<file path="config.mk">
export PLATFORM = sky130hd
export DESIGN_NAME = bitmap_placer
export DESIGN_NICKNAME = d
export VERILOG_FILES = /design/src/rtl/bitmap_placer.sv
export SDC_FILE = /design/constraint.sdc
export NUM_CORES = 1
export LEC_CHECK = 0
export BUFFER_PORTS_ARGS = -buffer_cell sky130_fd_sc_hd__clkbuf_2
export CAP_MARGIN = 20
export CORE_MARGIN = 3
export CORE_UTILIZATION = 50
export CTS_BUF_LIST = sky130_fd_sc_hd__clkbuf_2 sky130_fd_sc_hd__clkbuf_4 sky130_fd_sc_hd__clkbuf_8
export DETAILED_ROUTE_END_ITERATION = 10
export PLACE_DENSITY = 0.82
export SYNTH_ARGS = -nofsm -noshare
export SYNTH_HDL_FRONTEND = slang
export SYNTH_SLANG_ARGS = --single-unit
</file>
<file path="constraint.sdc">
create_clock -name clk -period 6.8 [get_ports clk]
set_clock_uncertainty 0.15 [all_clocks]
set_input_delay 0.68 -clock clk [delete_from_list [all_inputs] [get_ports clk]]
set_output_delay 0.68 -clock clk [all_outputs]
set_load 0.01 [all_outputs]
</file>
<file path="src/rtl/bitmap_placer.sv">
module bitmap_placer #(
  parameter int UNITS = 32,
  localparam int IW = $clog2(UNITS),
  localparam int LW = $clog2(UNITS + 1)
) (
  input  logic             clk,
  input  logic             rst_n,
  input  logic             req_valid,
  input  logic             req_free,
  input  logic [1:0]       req_policy,
  input  logic [LW-1:0]    req_len,
  input  logic [IW-1:0]    req_start,
  output logic             busy,
  output logic             rsp_done,
  output logic             rsp_fail,
  output logic [IW-1:0]    rsp_start,
  output logic [UNITS-1:0] map_out
);

  localparam logic [1:0] POL_BEST  = 2'd1;
  localparam logic [1:0] POL_WORST = 2'd2;

  logic [UNITS-1:0] map_q;
  logic             scanning;
  logic [IW-1:0]    idx;
  logic [1:0]       pol_q;
  logic [LW-1:0]    len_q, run_len, best_len;
  logic [IW-1:0]    run_start, best_start;
  logic             have;

  function automatic logic [UNITS-1:0] span(input int s, input int n);
    logic [UNITS-1:0] m;
    for (int i = 0; i < UNITS; i++) m[i] = (i >= s) && (i < s + n);
    return m;
  endfunction

  logic             bit_free, last, run_end, take, nhave, range_ok;
  logic [LW-1:0]    cur_len;
  logic [IW-1:0]    cur_start, nstart;
  logic [UNITS-1:0] fmask;

  assign bit_free  = !map_q[idx];
  assign last      = (int'(idx) == UNITS - 1);
  assign run_end   = !bit_free || last;
  assign cur_len   = bit_free ? run_len + LW'(1) : run_len;
  assign cur_start = (bit_free && run_len == '0) ? idx : run_start;
  assign take      = run_end && (cur_len >= len_q) &&
                     (!have || (pol_q == POL_BEST  && cur_len < best_len)
                            || (pol_q == POL_WORST && cur_len > best_len));
  assign nhave     = have | take;
  assign nstart    = take ? cur_start : best_start;

  assign range_ok  = (req_len != '0) && (int'(req_start) + int'(req_len) <= UNITS);
  assign fmask     = span(int'(req_start), int'(req_len));

  assign busy    = scanning;
  assign map_out = map_q;

  always_ff @(posedge clk) begin
    if (!rst_n) begin
      map_q      <= '0;
      scanning   <= 1'b0;
      idx        <= '0;
      pol_q      <= '0;
      len_q      <= '0;
      run_len    <= '0;
      run_start  <= '0;
      best_len   <= '0;
      best_start <= '0;
      have       <= 1'b0;
      rsp_done   <= 1'b0;
      rsp_fail   <= 1'b0;
      rsp_start  <= '0;
    end else begin
      rsp_done <= 1'b0;
      rsp_fail <= 1'b0;
      if (!scanning && req_valid) begin
        if (req_free) begin
          rsp_done  <= 1'b1;
          rsp_start <= req_start;
          if (!range_ok || (map_q & fmask) != fmask) rsp_fail <= 1'b1;
          else map_q <= map_q & ~fmask;
        end else if (req_len == '0 || int'(req_len) > UNITS) begin
          rsp_done <= 1'b1;
          rsp_fail <= 1'b1;
        end else begin
          scanning  <= 1'b1;
          idx       <= '0;
          run_len   <= '0;
          run_start <= '0;
          best_len  <= '0;
          have      <= 1'b0;
          pol_q     <= req_policy;
          len_q     <= req_len;
        end
      end else if (scanning) begin
        run_len    <= bit_free ? cur_len : '0;
        run_start  <= cur_start;
        have       <= nhave;
        best_start <= nstart;
        best_len   <= take ? cur_len : best_len;
        idx        <= idx + IW'(1);
        if (last) begin
          scanning  <= 1'b0;
          rsp_done  <= 1'b1;
          rsp_fail  <= !nhave;
          rsp_start <= nstart;
          if (nhave) map_q <= map_q | span(int'(nstart), int'(len_q));
        end
      end
    end
  end

endmodule


</file>
; ---- Word-level counts from Yosys, hierarchy flattened
; Index checks and enable logic that the tools add are counted.
[word_totals]
reg_bits = 76
in_bits = 17
[op_classes]
n_addsub = 4
n_lt_le_gt_ge = 132
eq_ne = 8
n_mux = 48
bitwise = 8
reduce_logical = 93
[ops]
columns = operator, n
row1 = $lt 6x32->1 const A, 30
row2 = $lt 5x32->1 const A, 16
row3 = $lt 4x32->1 const A, 8
row4 = $mux 32, 6
row5 = $ge 5x5->1 const A, 30
row6 = $lt 3x32->1 const A, 4
row7 = $ge 4x5->1 const A, 16
row8 = $logic_and 1x1->1, 69
row9 = $and 32x32->32, 2
row10 = $lt 1x32->1 const A, 2
row11 = $lt 2x32->1 const A, 2
row12 = $mux 5, 12
row13 = $mux 6, 9
row14 = $ge 3x5->1 const A, 8
row15 = $le 32x7->1 const B, 1
row16 = $ne 32x32->1, 1
row17 = $not 32->32, 1
row18 = $or 32x32->32, 1
row19 = $ge 1x5->1 const A, 4
row20 = $ge 2x5->1 const A, 4
row21 = $mux 1, 20
row22 = $add 5x6->7, 2
row23 = $lt 5x7->1 const A, 2
row24 = $logic_not 6->1, 2
row25 = other kinds (22), 41

; ---- Longest topological paths before layout
[logic_depth]
ltp_word = 17
depth_mapped = 28
mapped_depth_nobuf = 26

; ---- Worst setup path after synthesis
; No wires, ideal clock.
[synth_path]
kind = register -> register
startpoint = reg idx[1]
endpoint = reg map_q[1] (netlist: map_out[1])
setup_ps = 130
arrival_time_ps = 6126
required_time_ps = 6520
setup_slack_ps = 395
stages_incl_launch_ff = 28
path_buffers = 3
period_less_slack_ps = 6405
cell_sequence = dfxtp_1 > buf_6 > mux2_2 > a222oi_1 > o211ai_1 > nand2_1 > and4_1 > and3_1 > xor2_1 > ha_1 > nand4_1 > a21oi_1 > a211oi_1 > mux2_2 > a221oi_1 > buf_2 > mux2_2 > buf_2 > ha_1 > a21o_1 > a21oi_1 > o21bai_1 > a21oi_1 > o21bai_1 > nor2_1 > nand2_1 > o21ai_0 > o22ai_1
[synth_via]
elab_chain_cells = 17
word_cells_on_any_way = 31
cone_classes = 1 x add/sub / 5 x order compare / 1 x eq/ne / 9 x mux / 2 x bitwise / 13 x reduce/logical
[synth_lines]
columns = item, line_no
row1 = from (decl), 25  ; logic [IW-1:0] idx;
row2 = from (signal assigned), 102  ; idx <= idx + IW'(1);
row3 = $bmux 1 s5, 42  ; assign bit_free = !map_q[idx];
row4 = $mux 1 (not written as such), 42
row5 = $mux 6, 45  ; assign cur_len = bit_free ? run_len + LW'(1) : run_len;
row6 = $lt 6x6->1, 48  ; (!have || (pol_q == POL_BEST && cur_len < best_len)
row7 = $logic_and 1x1->1, 48
row8 = $logic_or 1x1->1, 48
row9 = $logic_or 1x1->1, 49  ; || (pol_q == POL_WORST && cur_len > best_len));
row10 = $logic_and 1x1->1, 47  ; assign take = run_end && (cur_len >= len_q) &&
row11 = [1 not listed], -
row12 = via nstart[1], 39  ; logic [IW-1:0] cur_start, nstart;
row13 = $add 5x6->7, 33  ; for (int i = 0; i < UNITS; i++) m[i] = (i >= s) && (i < s + n);
row14 = $lt 2x32->1, 33
row15 = $logic_and 1x1->1 *, 33
row16 = $or 32x32->32 *, 108  ; if (nhave) map_q <= map_q | span(int'(nstart), int'(len_q));
row17 = $mux 32 *, 108
row18 = $mux 32 *, 103  ; if (last) begin
row19 = $mux 32 *, 96  ; end else if (scanning) begin
row20 = $mux 32 *, 77  ; if (!scanning && req_valid) begin
row21 = to (signal assigned), 82  ; else map_q <= map_q & ~fmask;
row22 = to (signal assigned), 108
row23 = to (decl), 23  ; logic [UNITS-1:0] map_q;
; Mark *: on every way through the listed nets, which the timed path passes. The rest lies on a longest branch. The select of a mux whose other input is x is not followed.
; A chain may end at the register's enable or synchronous reset.

; ---- Worst setup path after layout
[layout_path]
startpoint = reg idx[0]
endpoint = reg map_q[10] (netlist: map_out[10])
[layout_via]
elab_chain_cells = 17
word_cells_on_any_way = 31
cone_classes = 1 x add/sub / 5 x order compare / 1 x eq/ne / 9 x mux / 2 x bitwise / 13 x reduce/logical
[layout_lines]
columns = item, line_no
row1 = $bmux 1 s5, 42
row2 = $mux 1 (not written as such), 42
row3 = $mux 6, 45
row4 = $lt 6x6->1, 48
row5 = $logic_and 1x1->1, 48
row6 = $logic_or 1x1->1, 48
row7 = $logic_or 1x1->1, 49
row8 = $logic_and 1x1->1, 47
row9 = $mux 5, 51  ; assign nstart = take ? cur_start : best_start;
row10 = $add 5x6->7, 33
row11 = $lt 5x32->1, 33
row12 = $logic_and 1x1->1, 33
row13 = $or 32x32->32, 108
row14 = $mux 32, 108
row15 = $mux 32, 103
row16 = $mux 32, 96
row17 = $mux 32, 77
; Several ways; a longest one is shown, not always the timed one. The select of a mux whose other input is x is not followed.

==> impl_results.md <==
- Final worst slack: 0.417 ns
- Most frequent cell after synthesis: nand2_1
- GRT met1 Usage: 48.3%
- Row cnt: 38
- Largest cells by area after synthesis: dfxtp_1, a21oi_1, nand2_1
- Crit start category: flip-flop
- CTS tree: built
- Largest net degree at the start of global routing: 47
- Port-buffer cells: 56
- Syn Area/Cell: 7.49 um2
- Drt total wl: 21.5 mm
- Post-synth EDFFs: 0
- GRT met3 Usage: 9.41%
- Async set-reset flop share out of synthesis: 0%
- Worst path required time: 6.86 ns
- YS warnings: 0
- Number of diodes: 0
- Distinct cells, synth: 71
- Pwr per Cell Area: 158 nW/um2
- Clk slew on worst S/H paths: 0.09 ns
- GRT Util Overall: 33.0%
- Detailed Place HPWL: 15.9 mm
- CTS Hold Bufs: 0
- Synthesized instance count: 781
- Initial antenna violation count: 0
- Switching power share of the total: 34.4%
- Combinational share of power: 24.3%
- Routability cong.: 1.06
- DRC: 0
- GR peak layer: met1
- Clock power frac: 31.9%
- Inst Count DP: 953
- Pre-CTS setup slack: -0.0186 ns
- Filler cells: 1077
- Post-Synthesis Net Count: 827
- Total gr overflow: 0
- Setup violations, final: 0
- Post-DR vias/cell: 6.74
- Most frequent cells after synthesis: nand2_1, dfxtp_1, nor2_1
- P&R area growth vs syn: 12.3%
- Via count: 6566
- Clock Latency Late Sink: 0.36 ns
- Max-capacitance violation count: 0
- Slew headroom: 40.0%
- Crit path max-delay family: compound AO/OA/AOI/OAI gates
- Die Y: 114 um
- Sequential-to-total area share from yosys stat: 26.0%
- Post-Syn Area: 5850 um2
- Synth Flop Type: dfxtp_1
- FMAX: 0.157 GHz
- P_int: 682 uW
- Drt first pass iters: 6
- CTS root buf: clkbuf_8
- Layout Utilization: 59.0%
- Total power: 1040 uW
- Register bit total from synthesis: 76
- Setup TNS Final: 0 ns
- Die width: 114 um
- CTS Buf Count: 9
- Crit share post-route: 93.9%
- Leading area contributor after synthesis: dfxtp_1
- Starting Density: 52.6%
- Worst path buffer plus inverter count: 3
- Worst EP arrival: 6.45 ns
- Critical Path Max Stage Delay: 0.47 ns
- Met2 global-route usage: 47.5%
- Crit path max-delay cell type: dfxtp_2
- Unrepaired setup endpoints after global routing: false
- Worst Hold Class: reg2reg
- DRT antenna net count: 0
- Worst slew pin tran: 0.888 ns
- CTS H-tree lvls: 3
- Starting DRT DRC Count: 954
- Synth top area share: 26.0%
- Hold Vio Cnt, Final: 0
- Switch Pwr: 357 uW
- I/O pin cnt: 57
- CP max FO: 16
- Leak: 0.00266 uW
- Final net count: 875
- Vias in the first global route: 5955
- Routed len/inst: 22.1 um
- Crit. End Element: flip-flop
- Die area: 13000 um2
- Post-layout min period: 6.38 ns
- Non-filler cells, final: 974
- First-pass GRT wire length: 33.9 mm
- Worst vdd ir: 148 uV
- Clock sinks: 76
- Status: finished, final reports clean
- Max Root-Sink Buffers: 2
- Layout cells sized above 1: 18.9%
- Sequential power share: 43.8%
- CP Class: reg2reg
- Max-slew violations: 0
- Core region area: 11100 um2
stage by stage:
step / instance area [um2] / hold WS [ns]
after floorplan: 5850 / 0.295
after global placement: 6290 / 0.307
after detailed placement: 6290 / 0.313
after CTS: 6480 / 0.324
after global routing: 6570 / 0.356
final: 6570 / 0.324
worst reg2reg max path: stages (launching register included):
cell and delay [ns]:
dfxtp_2 0.47, mux2_2 0.38, a222oi_1 0.33, o211ai_1 0.22, nand2_2 0.14, and4_1 0.27, and3_1 0.19, xor2_1 0.22
ha_1 0.29, nand4_1 0.11, a21oi_1 0.06, a211oi_1 0.23, mux2_2 0.38, a221oi_2 0.30, buf_4 0.19, buf_4 0.11
mux2_2 0.34, ha_1 0.36, a21oi_2 0.29, o21bai_1 0.09, a21oi_1 0.16, o21bai_1 0.16, buf_4 0.23, or3_1 0.36
o211ai_1 0.11, a211oi_1 0.09
worst paths after layout:
check | startpoint | to | slack [ns] | cells past startpoint
setup reg to reg | idx[0] | map_out[10] | 0.42 | 25
hold / removal | best_len[4] | best_len[4] | 0.32 | 2
hold reg to reg | best_len[4] | best_len[4] | 0.32 | 2
setup / recovery | idx[0] | map_out[10] | 0.42 | 25
sequential cells by signal, indices dropped and copies added (netlist names):
signal      cells
busy            1
pol_q           2
best_start      5
rsp_fail        1
map_out        32
best_len        6
rsp_done        1
have            1
len_q           6
idx             5
rsp_start       5
run_start       5
run_len         6
metal layers:
layer | share of wire [%] | up-vias
met5 | 0 | -
met4 | 2.3 | 0
met2 | 42 | 431
li1 | - | 2994
met1 | 43 | 3079
met3 | 12 | 62
power groups by stage:
stage	Combinational [uW]	Sequential [uW]	Clock, uW
6_report	252	455	332
5_1_grt	274	456	352
4_1_cts	240	455	332
3_5_place_dp	239	466	0
3_3_place_gp	242	465	0
2_1_floorplan	166	466	0
cell families (layout without fill, tap and decap cells):
| logic type | Yosys count | after routing | share of synthesized area (%) |
|---|---|---|---|
| multiplexers | 39 | 39 | 8.07 |
| buffers and inverters | 88 | 141 | 6.29 |
| flip-flops | 76 | 76 | 26.0 |
| XOR/XNOR | 13 | 13 | 1.95 |
| AO/OA/AOI/OAI | 259 | 259 | 28.8 |
| AND/OR/NAND/NOR | 276 | 276 | 22.2 |
| adder cells (fa/ha/maj) | 30 | 30 | 6.63 |
final cells by class:
type                            instances  area [um2]  share of cell area, %
Multi-Input combinational cell        617        4000                   61.0
Tap cell                              140         175                   2.67
Inverter                               33         124                   1.89
Timing Repair Buffer                   92         551                   8.38
Clock inverter                          5        35.0                  0.533
Clock buffer                           11         151                   2.31
Sequential cell                        76        1530                   23.3
cells in the final DEF (no fill, tap or decap), types with 6 or more instances in the layout:
cell,n
a2111oi_0,10
a211oi_1,11
a21oi_1,72
a31oi_1,16
and3_1,9
buf_4,36
clkbuf_2,56
clkbuf_8,11
dfxtp_1,73
ha_1,27
inv_1,30
mux2_2,15
mux2i_1,19
nand2_1,91
nand2b_1,6
nand3_1,25
nand4_1,8
nor2_1,74
nor2b_1,8
nor3_1,7
nor4_1,7
o2111ai_1,7
o211ai_1,14
o21ai_0,56
o22ai_1,6
o32ai_1,7
or2_2,10
or3_1,7
xnor2_1,8
timing repair:
| action | 4_1_cts | 5_1_grt |
|---|---|---|
| pin swaps | 0 | 4 |
| setup endpoints to repair | 6 | 32 |
| endpoints found under the hold margin | 0 | 0 |
| buffers inserted | 0 | 5 |
| resized for setup | 1 | 15 |
Note: power is estimated with default switching activity, not from simulation.
